$ cat config.mk
export PLATFORM = sky130hd
export DESIGN_NAME = line_clamp_gen
export DESIGN_NICKNAME = d
export VERILOG_FILES = /design/src/rtl/lcg_pkg.sv /design/src/rtl/lcg_pix_counter.sv /design/src/rtl/lcg_seq_bank.sv /design/src/rtl/lcg_pulse_shaper.sv /design/src/rtl/line_clamp_gen.sv
export SDC_FILE = /design/constraint.sdc
export NUM_CORES = 1
export LEC_CHECK = 0
export BUFFER_PORTS_ARGS = -buffer_cell sky130_fd_sc_hd__buf_2
export CAP_MARGIN = 20
export CORE_MARGIN = 2
export CORE_UTILIZATION = 40
export DETAILED_ROUTE_END_ITERATION = 10
export PLACE_DENSITY_LB_ADDON = 0.25
export SETUP_SLACK_MARGIN = 0.3
export SKIP_CTS_REPAIR_TIMING = 1
export SLEW_MARGIN = 0
export SYNTH_ARGS = -nofsm -noshare
export SYNTH_HDL_FRONTEND = slang
export SYNTH_HIERARCHICAL = 1
export SYNTH_SLANG_ARGS = --single-unit
$ cat constraint.sdc
create_clock -name clk_i -period 2.8 [get_ports clk_i]
set_input_delay 0.56 -clock clk_i [delete_from_list [all_inputs] [get_ports clk_i]]
set_output_delay 0.56 -clock clk_i [all_outputs]
set_load 0.03 [all_outputs]
$ cat src/rtl/lcg_pkg.sv
package lcg_pkg;
  localparam int PIX_W   = 12;
  localparam int NUM_SIG = 3;
  localparam int NUM_SEQ = 4;
  localparam int SIG_W   = $clog2(NUM_SIG + 1);
  localparam int SEQ_W   = $clog2(NUM_SEQ);

  typedef logic [PIX_W-1:0] pix_t;

  typedef struct packed {
    logic pol;
    pix_t tog1;
    pix_t tog2;
  } seq_cfg_t;

  localparam pix_t     PIX_MAX = '1;
  localparam seq_cfg_t CFG_RST = '{pol: 1'b1, tog1: PIX_MAX, tog2: PIX_MAX};

  // equal toggles collapse to a single inversion
  function automatic logic cfg_hit(seq_cfg_t c, pix_t p);
    return (p == c.tog1) || (p == c.tog2);
  endfunction
endpackage

$ cat src/rtl/lcg_pix_counter.sv
module lcg_pix_counter
  import lcg_pkg::*;
(
  input  logic clk_i,
  input  logic rst_ni,
  input  logic line_start_i,
  output pix_t cnt_o,
  output pix_t nxt_o,
  output logic step_o
);
  pix_t cnt_q;

  always_ff @(posedge clk_i or negedge rst_ni) begin
    if (!rst_ni)                cnt_q <= PIX_MAX;
    else if (line_start_i)      cnt_q <= '0;
    else if (cnt_q != PIX_MAX)  cnt_q <= cnt_q + 1'b1;
  end

  assign step_o = !line_start_i && (cnt_q != PIX_MAX);
  assign nxt_o  = line_start_i ? '0 : cnt_q + 1'b1;
  assign cnt_o  = cnt_q;
endmodule

$ cat src/rtl/lcg_seq_bank.sv
module lcg_seq_bank
  import lcg_pkg::*;
#(
  parameter int SIG_IDX = 0
) (
  input  logic             clk_i,
  input  logic             rst_ni,
  input  logic             wr_en_i,
  input  logic [SIG_W-1:0] wr_sig_i,
  input  logic [SEQ_W-1:0] wr_seq_i,
  input  seq_cfg_t         wr_cfg_i,
  input  logic [SEQ_W-1:0] sel_i,
  output seq_cfg_t         rd_cfg_o
);
  seq_cfg_t bank_q [NUM_SEQ];
  logic     wr_hit;

  assign wr_hit = wr_en_i && (wr_sig_i == SIG_W'(SIG_IDX));

  for (genvar e = 0; e < NUM_SEQ; e++) begin : g_slot
    always_ff @(posedge clk_i or negedge rst_ni) begin
      if (!rst_ni)                                 bank_q[e] <= CFG_RST;
      else if (wr_hit && wr_seq_i == SEQ_W'(e))    bank_q[e] <= wr_cfg_i;
    end
  end

  assign rd_cfg_o = bank_q[sel_i];
endmodule

$ cat src/rtl/lcg_pulse_shaper.sv
module lcg_pulse_shaper
  import lcg_pkg::*;
(
  input  logic     clk_i,
  input  logic     rst_ni,
  input  logic     line_start_i,
  input  logic     step_i,
  input  pix_t     nxt_i,
  input  seq_cfg_t sel_cfg_i,
  output seq_cfg_t act_cfg_o,
  output logic     pulse_n_o
);
  seq_cfg_t act_q;
  logic     lvl_q;

  always_ff @(posedge clk_i or negedge rst_ni) begin
    if (!rst_ni) begin
      act_q <= CFG_RST;
      lvl_q <= 1'b1;
    end else if (line_start_i) begin
      // shape frozen for the whole line
      act_q <= sel_cfg_i;
      lvl_q <= sel_cfg_i.pol ^ cfg_hit(sel_cfg_i, '0);
    end else if (step_i) begin
      lvl_q <= lvl_q ^ cfg_hit(act_q, nxt_i);
    end
  end

  assign act_cfg_o = act_q;
  assign pulse_n_o = lvl_q;
endmodule

$ cat src/rtl/line_clamp_gen.sv
module line_clamp_gen
  import lcg_pkg::*;
(
  input  logic                     clk_i,
  input  logic                     rst_ni,
  input  logic                     line_start_i,
  input  logic                     wr_en_i,
  input  logic [SIG_W-1:0]         wr_sig_i,
  input  logic [SEQ_W-1:0]         wr_seq_i,
  input  logic                     wr_pol_i,
  input  logic [PIX_W-1:0]         wr_tog1_i,
  input  logic [PIX_W-1:0]         wr_tog2_i,
  input  logic [NUM_SIG*SEQ_W-1:0] seq_sel_i,
  output logic [NUM_SIG-1:0]       pulse_n_o
);
  pix_t     pix_cnt;
  pix_t     pix_nxt;
  logic     pix_step;
  seq_cfg_t wr_cfg;
  seq_cfg_t sel_cfg [NUM_SIG];
  seq_cfg_t act_cfg [NUM_SIG];

  logic [NUM_SIG*PIX_W-1:0] act_tog1_flat;
  logic [NUM_SIG*PIX_W-1:0] act_tog2_flat;
  logic [NUM_SIG-1:0]       act_pol_flat;

  assign wr_cfg = '{pol: wr_pol_i, tog1: wr_tog1_i, tog2: wr_tog2_i};

  lcg_pix_counter u_cnt (
    .clk_i       (clk_i),
    .rst_ni      (rst_ni),
    .line_start_i(line_start_i),
    .cnt_o       (pix_cnt),
    .nxt_o       (pix_nxt),
    .step_o      (pix_step)
  );

  for (genvar i = 0; i < NUM_SIG; i++) begin : g_sig
    lcg_seq_bank #(.SIG_IDX(i)) u_bank (
      .clk_i   (clk_i),
      .rst_ni  (rst_ni),
      .wr_en_i (wr_en_i),
      .wr_sig_i(wr_sig_i),
      .wr_seq_i(wr_seq_i),
      .wr_cfg_i(wr_cfg),
      .sel_i   (seq_sel_i[i*SEQ_W +: SEQ_W]),
      .rd_cfg_o(sel_cfg[i])
    );

    lcg_pulse_shaper u_shp (
      .clk_i       (clk_i),
      .rst_ni      (rst_ni),
      .line_start_i(line_start_i),
      .step_i      (pix_step),
      .nxt_i       (pix_nxt),
      .sel_cfg_i   (sel_cfg[i]),
      .act_cfg_o   (act_cfg[i]),
      .pulse_n_o   (pulse_n_o[i])
    );

    assign act_tog1_flat[i*PIX_W +: PIX_W] = act_cfg[i].tog1;
    assign act_tog2_flat[i*PIX_W +: PIX_W] = act_cfg[i].tog2;
    assign act_pol_flat[i]                 = act_cfg[i].pol;
  end
endmodule

Word-level counts from Yosys, hierarchy flattened:

Index checks and enable logic that the tools add are counted.

* register bits after elaboration: 387
* input bits: 39
* output and inout bits: 3
* logic and storage cells: 122

* add/sub/neg operators: 1
* magnitude comparators: 3
* equality and inequality tests: 12
* muxes and demuxes: 18
* bitwise logic cells: 9
* reduce and logical (&&, ||, !) cells: 33

Operators by type and width (number)
* 25-bit binary-select mux with 2-bit select: 3
* 25-bit 2-to-1 mux: 6
* 12-bit == test: 6
* 12-bit zero test: 6
* 12-bit 2-to-1 mux: 3
* 1-bit logical AND: 16
* 12-bit by 1-bit adder with 12-bit output, second input constant: 1
* 12-bit inequality test, second input constant: 1
* 3-bit greater-or-equal comparator, second input constant: 3
* 2-bit NOT with 3-bit output: 3
* 2-bit == test, second input constant: 3
* 1-bit logical OR: 6
* 1-bit 2-to-1 mux: 6
* 1-bit XOR: 6
* 2-bit by 1-bit == test with 1-bit output, second input constant: 2
* 2-bit zero test: 2
* 2-bit nonzero test: 2
* 1-bit zero test: 1

Longest topological paths before layout:

Gate-level depths: netlist (run 1).

* depth after elaboration: 8
* depth in mapped cells: 9
* depth with buffers taken out: 9

By module:

Netlist (run 1), hierarchy kept.

Modules (own cells, without submodules)
* lcg_seq_bank at g_sig[1].u_bank ...: times used 2, cells each 248, area each 4589.4 sq um, seq. area each 2627.5 sq um
* lcg_seq_bank at g_sig[0].u_bank: times used 1, cells each 246, area each 4526.8 sq um, seq. area each 2627.5 sq um
* lcg_pulse_shaper: times used 3, cells each 105, area each 1350.0 sq um, seq. area each 683.2 sq um
* lcg_pix_counter: times used 1, cells each 84, area each 780.7 sq um, seq. area each 315.3 sq um

Worst setup path before layout (run 1):

No wires, ideal clock.

* path kind: flip-flop to flip-flop
* start point: register u_cnt.cnt_q[0], in the netlist u_cnt/cnt_o[0]
* end point: register g_sig[0].u_shp.lvl_q
* library setup time: 0.081 ns
* arrival time: 2.927 ns
* required time: 2.719 ns
* slack: -0.208 ns
* stages on the path, launching flop included: 10
* path buffers: 0
* clock period less this slack: 3.008 ns
* cells stage by stage: dfstp_2 > ha_1 > nand4_2 > or3_2 > a21oi_1 > xnor2_1 > nand3_1 > or4_4 > a21oi_1 > nor3b_2

* longest elaborated chain between the ends: 7
* elaborated cells on any way between the ends: 11
* classes of those cells: 1 x add/sub; 3 x eq/ne; 3 x mux; 1 x bitwise; 3 x reduce/logical

RTL lines
* start, declared: RTL line lcg_pix_counter.sv:11 `pix_t cnt_q;`
* start signal, assigned: RTL line lcg_pix_counter.sv:16 `else if (cnt_q != PIX_MAX) cnt_q <= cnt_q + 1'b1;`
* 12-bit by 1-bit adder with 12-bit output *: RTL line lcg_pix_counter.sv:20 `assign nxt_o = line_start_i ? '0 : cnt_q + 1'b1;`
* 12-bit 2-to-1 mux *: RTL line lcg_pix_counter.sv:20
* via pix_nxt[6]: RTL line line_clamp_gen.sv:17 `pix_t pix_nxt;`
* 12-bit == test: RTL line lcg_pkg.sv:21 `return (p == c.tog1) || (p == c.tog2);`
* 1-bit logical OR *: RTL line lcg_pkg.sv:21
* 1-bit XOR *: RTL line lcg_pulse_shaper.sv:25 `lvl_q <= lvl_q ^ cfg_hit(act_q, nxt_i);`
* 1-bit 2-to-1 mux *: RTL line lcg_pulse_shaper.sv:24 `end else if (step_i) begin`
* 1-bit 2-to-1 mux *: RTL line lcg_pulse_shaper.sv:20 `end else if (line_start_i) begin`
* end signal, assigned: RTL line lcg_pulse_shaper.sv:23 `lvl_q <= sel_cfg_i.pol ^ cfg_hit(sel_cfg_i, '0);`
* end signal, assigned: RTL line lcg_pulse_shaper.sv:25
* end, declared: RTL line lcg_pulse_shaper.sv:14 `logic lvl_q;`

Mark *: on every way through the listed nets, which the timed path passes. The rest lies on a longest branch. The select of a mux whose other input is x is not followed.
A chain may end at the register's enable or synchronous reset.

Worst setup path in the final report (run 1):

Ends and elaborated chain as after synthesis.

==> impl_metrics.toml, run 1 <==
[outcome]
outcome = "finished, final reports clean"

[final_layout]
final-seq-area_sq_um = 10200
antenna_cells = 0
drive_above_1_share_pct = 84.0
syn_to_final_growth_pct = 15.8
final_common_cell = "dfstp_2"
final.fill_count = 3873
multiInputGateArea_sq_um = 7920
final_cell_mix = "387 x dfstp_2, 331 x mux2_2, 75 x mux4_2"
fin_nets = 1260
design_area_sq_um = 21300

[drt]
wl_mm = 42.7
drtAntennaViolNets = 0
wl_per_cell_um = 23.0
vias_per_cell = 5.36
first_pass_iters = 4
drtIter0Drc = 412
drcViolationCount = 0
vias = 9929

[floorplan]
rows = 78
die_area_sq_um = 47800
start_util_pct = 40.6
core_area_sq_um = 45400
ios = 42
die_x_um = 219
die_h_um = 219

[clocking]
cts_buffers = 43
cts_root_buffer = "clkbuf_16"
clock-sinks = 387
clkTransAtPathRegs_ns = 0.06
clock_latency_ns = 0.57
cts_max_level = 2
cts_tree = "built"
clockBufferDepth = 3

[yosys]
synth_nets = 1175
syn-cell-area_sq_um = 18400
syn_inst = 1135
yosys_warnings = 6
avgSynthCellArea_sq_um = 16.2

[critical_path]
cp_max_fo = 7
reg2reg_depth = 10
timing.rr.start = "u_cnt/cnt_o[0]"
reg2reg_slack_ns = 0.10
critPathKind = "reg2reg"
critPathArrivalTime_ns = 3.20
timing.rr.end = "g_sig[0].u_shp/pulse_n_o"
required_ns = 3.30
start_kind = "register"
end_kind = "register"

[timing]
tns_ns = 0
tightest_slew_ns = 0.697
hold_viol_final = 0
rsz0062_at_grt = "true"
setup_violations = 0
slew_viol_final = 0
max_clock_freq_ghz = 0.370
postLayoutSetupSlackWorst_ns = 0.100
relSlewSlack_pct = 53.4
fin_skew_ns = 0.0128
period_needed_ns = 2.70
holdWs_ns = 0.208
fin_crit_sh_pct = 96.4

[global_route]
antenna_found_initial = 0
grt_max_degree = 72
grt_overflow = 0
grt_pass1_wl_mm = 66.9
grt_pass1_vias = 10700
grt_usage_pct = 18.5

[run]
drv_cap = 0

[min_path]
hp-start = "line_start_i"
hold_class = "in2reg"
whs_path_depth = 2
min_to = "u_cnt/cnt_o[4]"

[power_and_ir_drop]
powerDensity_nw_per_um2 = 845
worst_ir_drop_vdd_mv = 0.543
leakage_nw = 8.21
power_mw = 18.0

[placement]
dpl.hpwl_mm = 28.5
place_ws_ns = 0.0566
placed_cell_area_sq_um = 19700
gp_congestion = 0.784
io_buffers = 41
==> metal layers <==
| layer | share of wire (%) | track usage [%] | vias up |
|---|---|---|---|
| li1 | - | - | 4395 |
| met1 | 48 | 26.9 | 5348 |
| met2 | 47 | 28.7 | 140 |
| met3 | 3.6 | 3.60 | 46 |
| met4 | 1.5 | 3.92 | 0 |
| met5 | 0 | 0 | - |
==> how the worst max path moves through the flow <==
stage,startpoint,end,depth (start not counted)
floorplan,u_cnt/cnt_o[0],g_sig[0].u_shp/pulse_n_o,9
global placement,u_cnt/cnt_o[1],g_sig[2].u_shp/pulse_n_o,9
detailed placement,u_cnt/cnt_o[1],g_sig[0].u_shp/pulse_n_o,9
CTS,u_cnt/cnt_o[1],g_sig[0].u_shp/pulse_n_o,9
global route,u_cnt/cnt_o[0],g_sig[0].u_shp/pulse_n_o,10
finish,u_cnt/cnt_o[0],g_sig[0].u_shp/pulse_n_o,10
==> area by class of cell <==
class | instances | share of cell area (%)
sequential | 387 | 47.7
inverter | 9 | 0.158
multi-input combinational | 679 | 37.1
tap | 600 | 3.52
timing repair buffer | 100 | 4.40
clock inverter | 17 | 1.14
clock buffer | 61 | 5.98
==> sequential cells by signal, summed over array words and instances, names as in the netlist <==
name / cells
g_sig.u_bank/bank_q: 300
g_sig.u_shp/act_cfg_o: 72
g_sig.u_shp/pulse_n_o: 3
u_cnt/cnt_o: 12
==> critical path: stages (launching register included) <==
cell     delay (ns)
dfstp_2        0.60
ha_4           0.19
nand4_4        0.09
or3_4          0.40
a21oi_4        0.18
buf_12         0.15
xnor2_1        0.12
nand3_1        0.10
or4_4          0.57
a21oi_2        0.17
nor3b_2        0.06
==> power breakdown <==
group	switching, mW	internal [mW]	total [mW]	leakage, nW
clock	2.29	3.72	6.02	0.744
sequential	0.795	7.95	8.74	4.06
combinational	1.30	1.97	3.27	3.41
==> metrics by stage <==
stage,std cells,util (%)
2_1_floorplan,1135,-
3_3_place_gp,1766,43.3
3_5_place_dp,1766,43.3
4_1_cts,1844,46.7
5_1_grt,1853,47.0
6_report,1853,47.0
(Power assumes the default switching activity.)
==> run 2, diff against run 1 <==
ABC_AREA = 1   (was unset)
CTS_BUF_LIST = sky130_fd_sc_hd__clkbuf_8   (was unset)
==> run 2 against run 1 <==
Combinational power is 8.9% lower. Wire length rose by 52%. Clock skew rose by 0.011 ns. Critical path type unchanged. Highest routed layer unchanged. Utilization is 1.6 points lower. Area after synthesis increased by 13%. Setup slack better by 0.27 ns. Count of clock-buffer cells in the layout increased by 28. Non-clock buffer count up 15.
==> impl_metrics.toml, run 2 <==
[outcome]
outcome = "finished, final reports clean"

[clocking]
cts_buffers = 70
clkTransAtPathRegs_ns = 0.06
clockBufferDepth = 3
clock_latency_ns = 0.63
clock-sinks = 387
cts_tree = "built"
cts_root_buffer = "clkbuf_8"
cts_max_level = 3

[power_and_ir_drop]
pwr-share-comb_pct = 18.2
powerDensity_nw_per_um2 = 703
power_mw = 16.4
switchingPower_mw = 5.01
p_int_mw = 11.4
worst_ir_drop_vdd_mv = 0.330
swShare_pct = 30.6
sequentialPowerShare_pct = 49.1
clock_power_share_pct = 32.8
leakage_nw = 11.4

[final_layout]
syn_to_final_growth_pct = 12.0
final_common_cell = "nand2_1"
fin_nets = 2830
largest_register_ffs = 300
drive_above_1_share_pct = 23.9
top_register = "g_sig.u_bank/bank_q"
final_cell_mix = "1204 x nand2_1, 387 x dfstp_2, 274 x inv_1"
design_area_sq_um = 23300
final_util_pct = 45.4

[critical_path]
cp_max_fo = 5
timing.rr.end = "g_sig[1].u_shp/pulse_n_o"
start_kind = "register"
critPathArrivalTime_ns = 2.99
end_kind = "register"
required_ns = 3.36
critPathKind = "reg2reg"
timing.rr.start = "u_cnt/cnt_o[1]"
reg2reg_depth = 15
reg2reg_slack_ns = 0.37

[drt]
wl_per_cell_um = 18.4
drcViolationCount = 0
vias_per_cell = 5.14
first_pass_iters = 6
drtAntennaViolNets = 0
drtIter0Drc = 1716
vias = 18100
wl_mm = 64.7

[placement]
io_buffers = 41
placed_cell_area_sq_um = 21700
gp_congestion = 0.856
dpl.hpwl_mm = 41.6

[floorplan]
rows = 83
core_area_sq_um = 51400
die_h_um = 232
ios = 42
die_x_um = 232
start_util_pct = 40.5
die_area_sq_um = 53900

[global_route]
grt_usage_pct = 24.2
grt_overflow = 0
grt_pass1_wl_mm = 101
grt_pass1_vias = 17500
antenna_found_initial = 1
grt_max_degree = 79

[timing]
tns_ns = 0
fin_skew_ns = 0.0238
rsz0062_at_grt = "true"
max_clock_freq_ghz = 0.412
tightest_slew_ns = 0.809
period_needed_ns = 2.43
fin_crit_sh_pct = 86.6
slew_viol_final = 0
relSlewSlack_pct = 46.1
setup_violations = 0
holdWs_ns = 0.132
hold_viol_final = 0

[min_path]
whs_path_depth = 2
min_to = "u_cnt/cnt_o[3]"
hold_class = "in2reg"
hp-start = "line_start_i"

[run]
drv_cap = 0

[yosys]
avgSynthCellArea_sq_um = 7.55
syn-cell-area_sq_um = 20800
yosys_warnings = 6
synth_nets = 2798
syn_inst = 2758
run 2: critical path, stage by stage, from the launching register on:
cell and delay [ns]:
dfstp_2 0.58, ha_4 0.17, nand2_4 0.07, nor2_4 0.20
nand3_4 0.11, nand2_4 0.09, nand3_4 0.11, clkinvlp_4 0.24
nand2_1 0.08, nand2_1 0.07, nand2_1 0.06, nor2_2 0.10
nand3_2 0.12, nand3_1 0.10, nand3_1 0.12, a21oi_2 0.14
run 2: power by group through the flow:
stage	logic [mW]	clock network, mW	registers [mW]
after floorplan	2.04	0	7.93
after global placement	2.88	0	8.06
after detailed placement	2.94	0	8.10
after CTS	2.95	5.53	8.03
after global routing	3.43	5.78	8.18
final	2.98	5.37	8.04
run 2: worst max-delay path by stage:
stage / from / to / slack (ns) / depth (start not counted)
3_3_place_gp: u_cnt/cnt_o[0] / g_sig[0].u_shp/pulse_n_o / 0.21 / 15
3_5_place_dp: u_cnt/cnt_o[0] / g_sig[0].u_shp/pulse_n_o / 0.18 / 14
6_report: u_cnt/cnt_o[1] / g_sig[1].u_shp/pulse_n_o / 0.37 / 15
2_1_floorplan: u_cnt/cnt_o[0] / g_sig[0].u_shp/pulse_n_o / 0.59 / 12
5_1_grt: u_cnt/cnt_o[0] / g_sig[2].u_shp/pulse_n_o / 0.23 / 15
4_1_cts: u_cnt/cnt_o[0] / g_sig[1].u_shp/pulse_n_o / 0.14 / 15
run 2: metrics by stage:
step	cells	worst slack (ns)
finish	3525	0.375
global route	3524	0.233
CTS	3512	0.137
detailed placement	3387	0.185
global placement	3387	0.213
floorplan	2758	0.589
run 2: cell type report:
type                       instances  area (sq um)
multi-input combinational       1948          8870
clock buffer                      89          1220
tap                              680           851
fill                            5223         28100
antenna                            2          5.00
inverter                         266          1010
clock inverter                    36           188
sequential                       387         10200
timing repair inverter             2          12.5
timing repair buffer             115           993
run 2: metal layers:
metal / vias up / global-route usage (%) / part of all wire (%)
met2: 577 / 36.8 / 44
met1: 8721 / 34.4 / 45
li1: 8739 / - / -
met3: 95 / 4.33 / 7.0
met4: 0 / 8.95 / 3.2
met5: - / 0 / 0
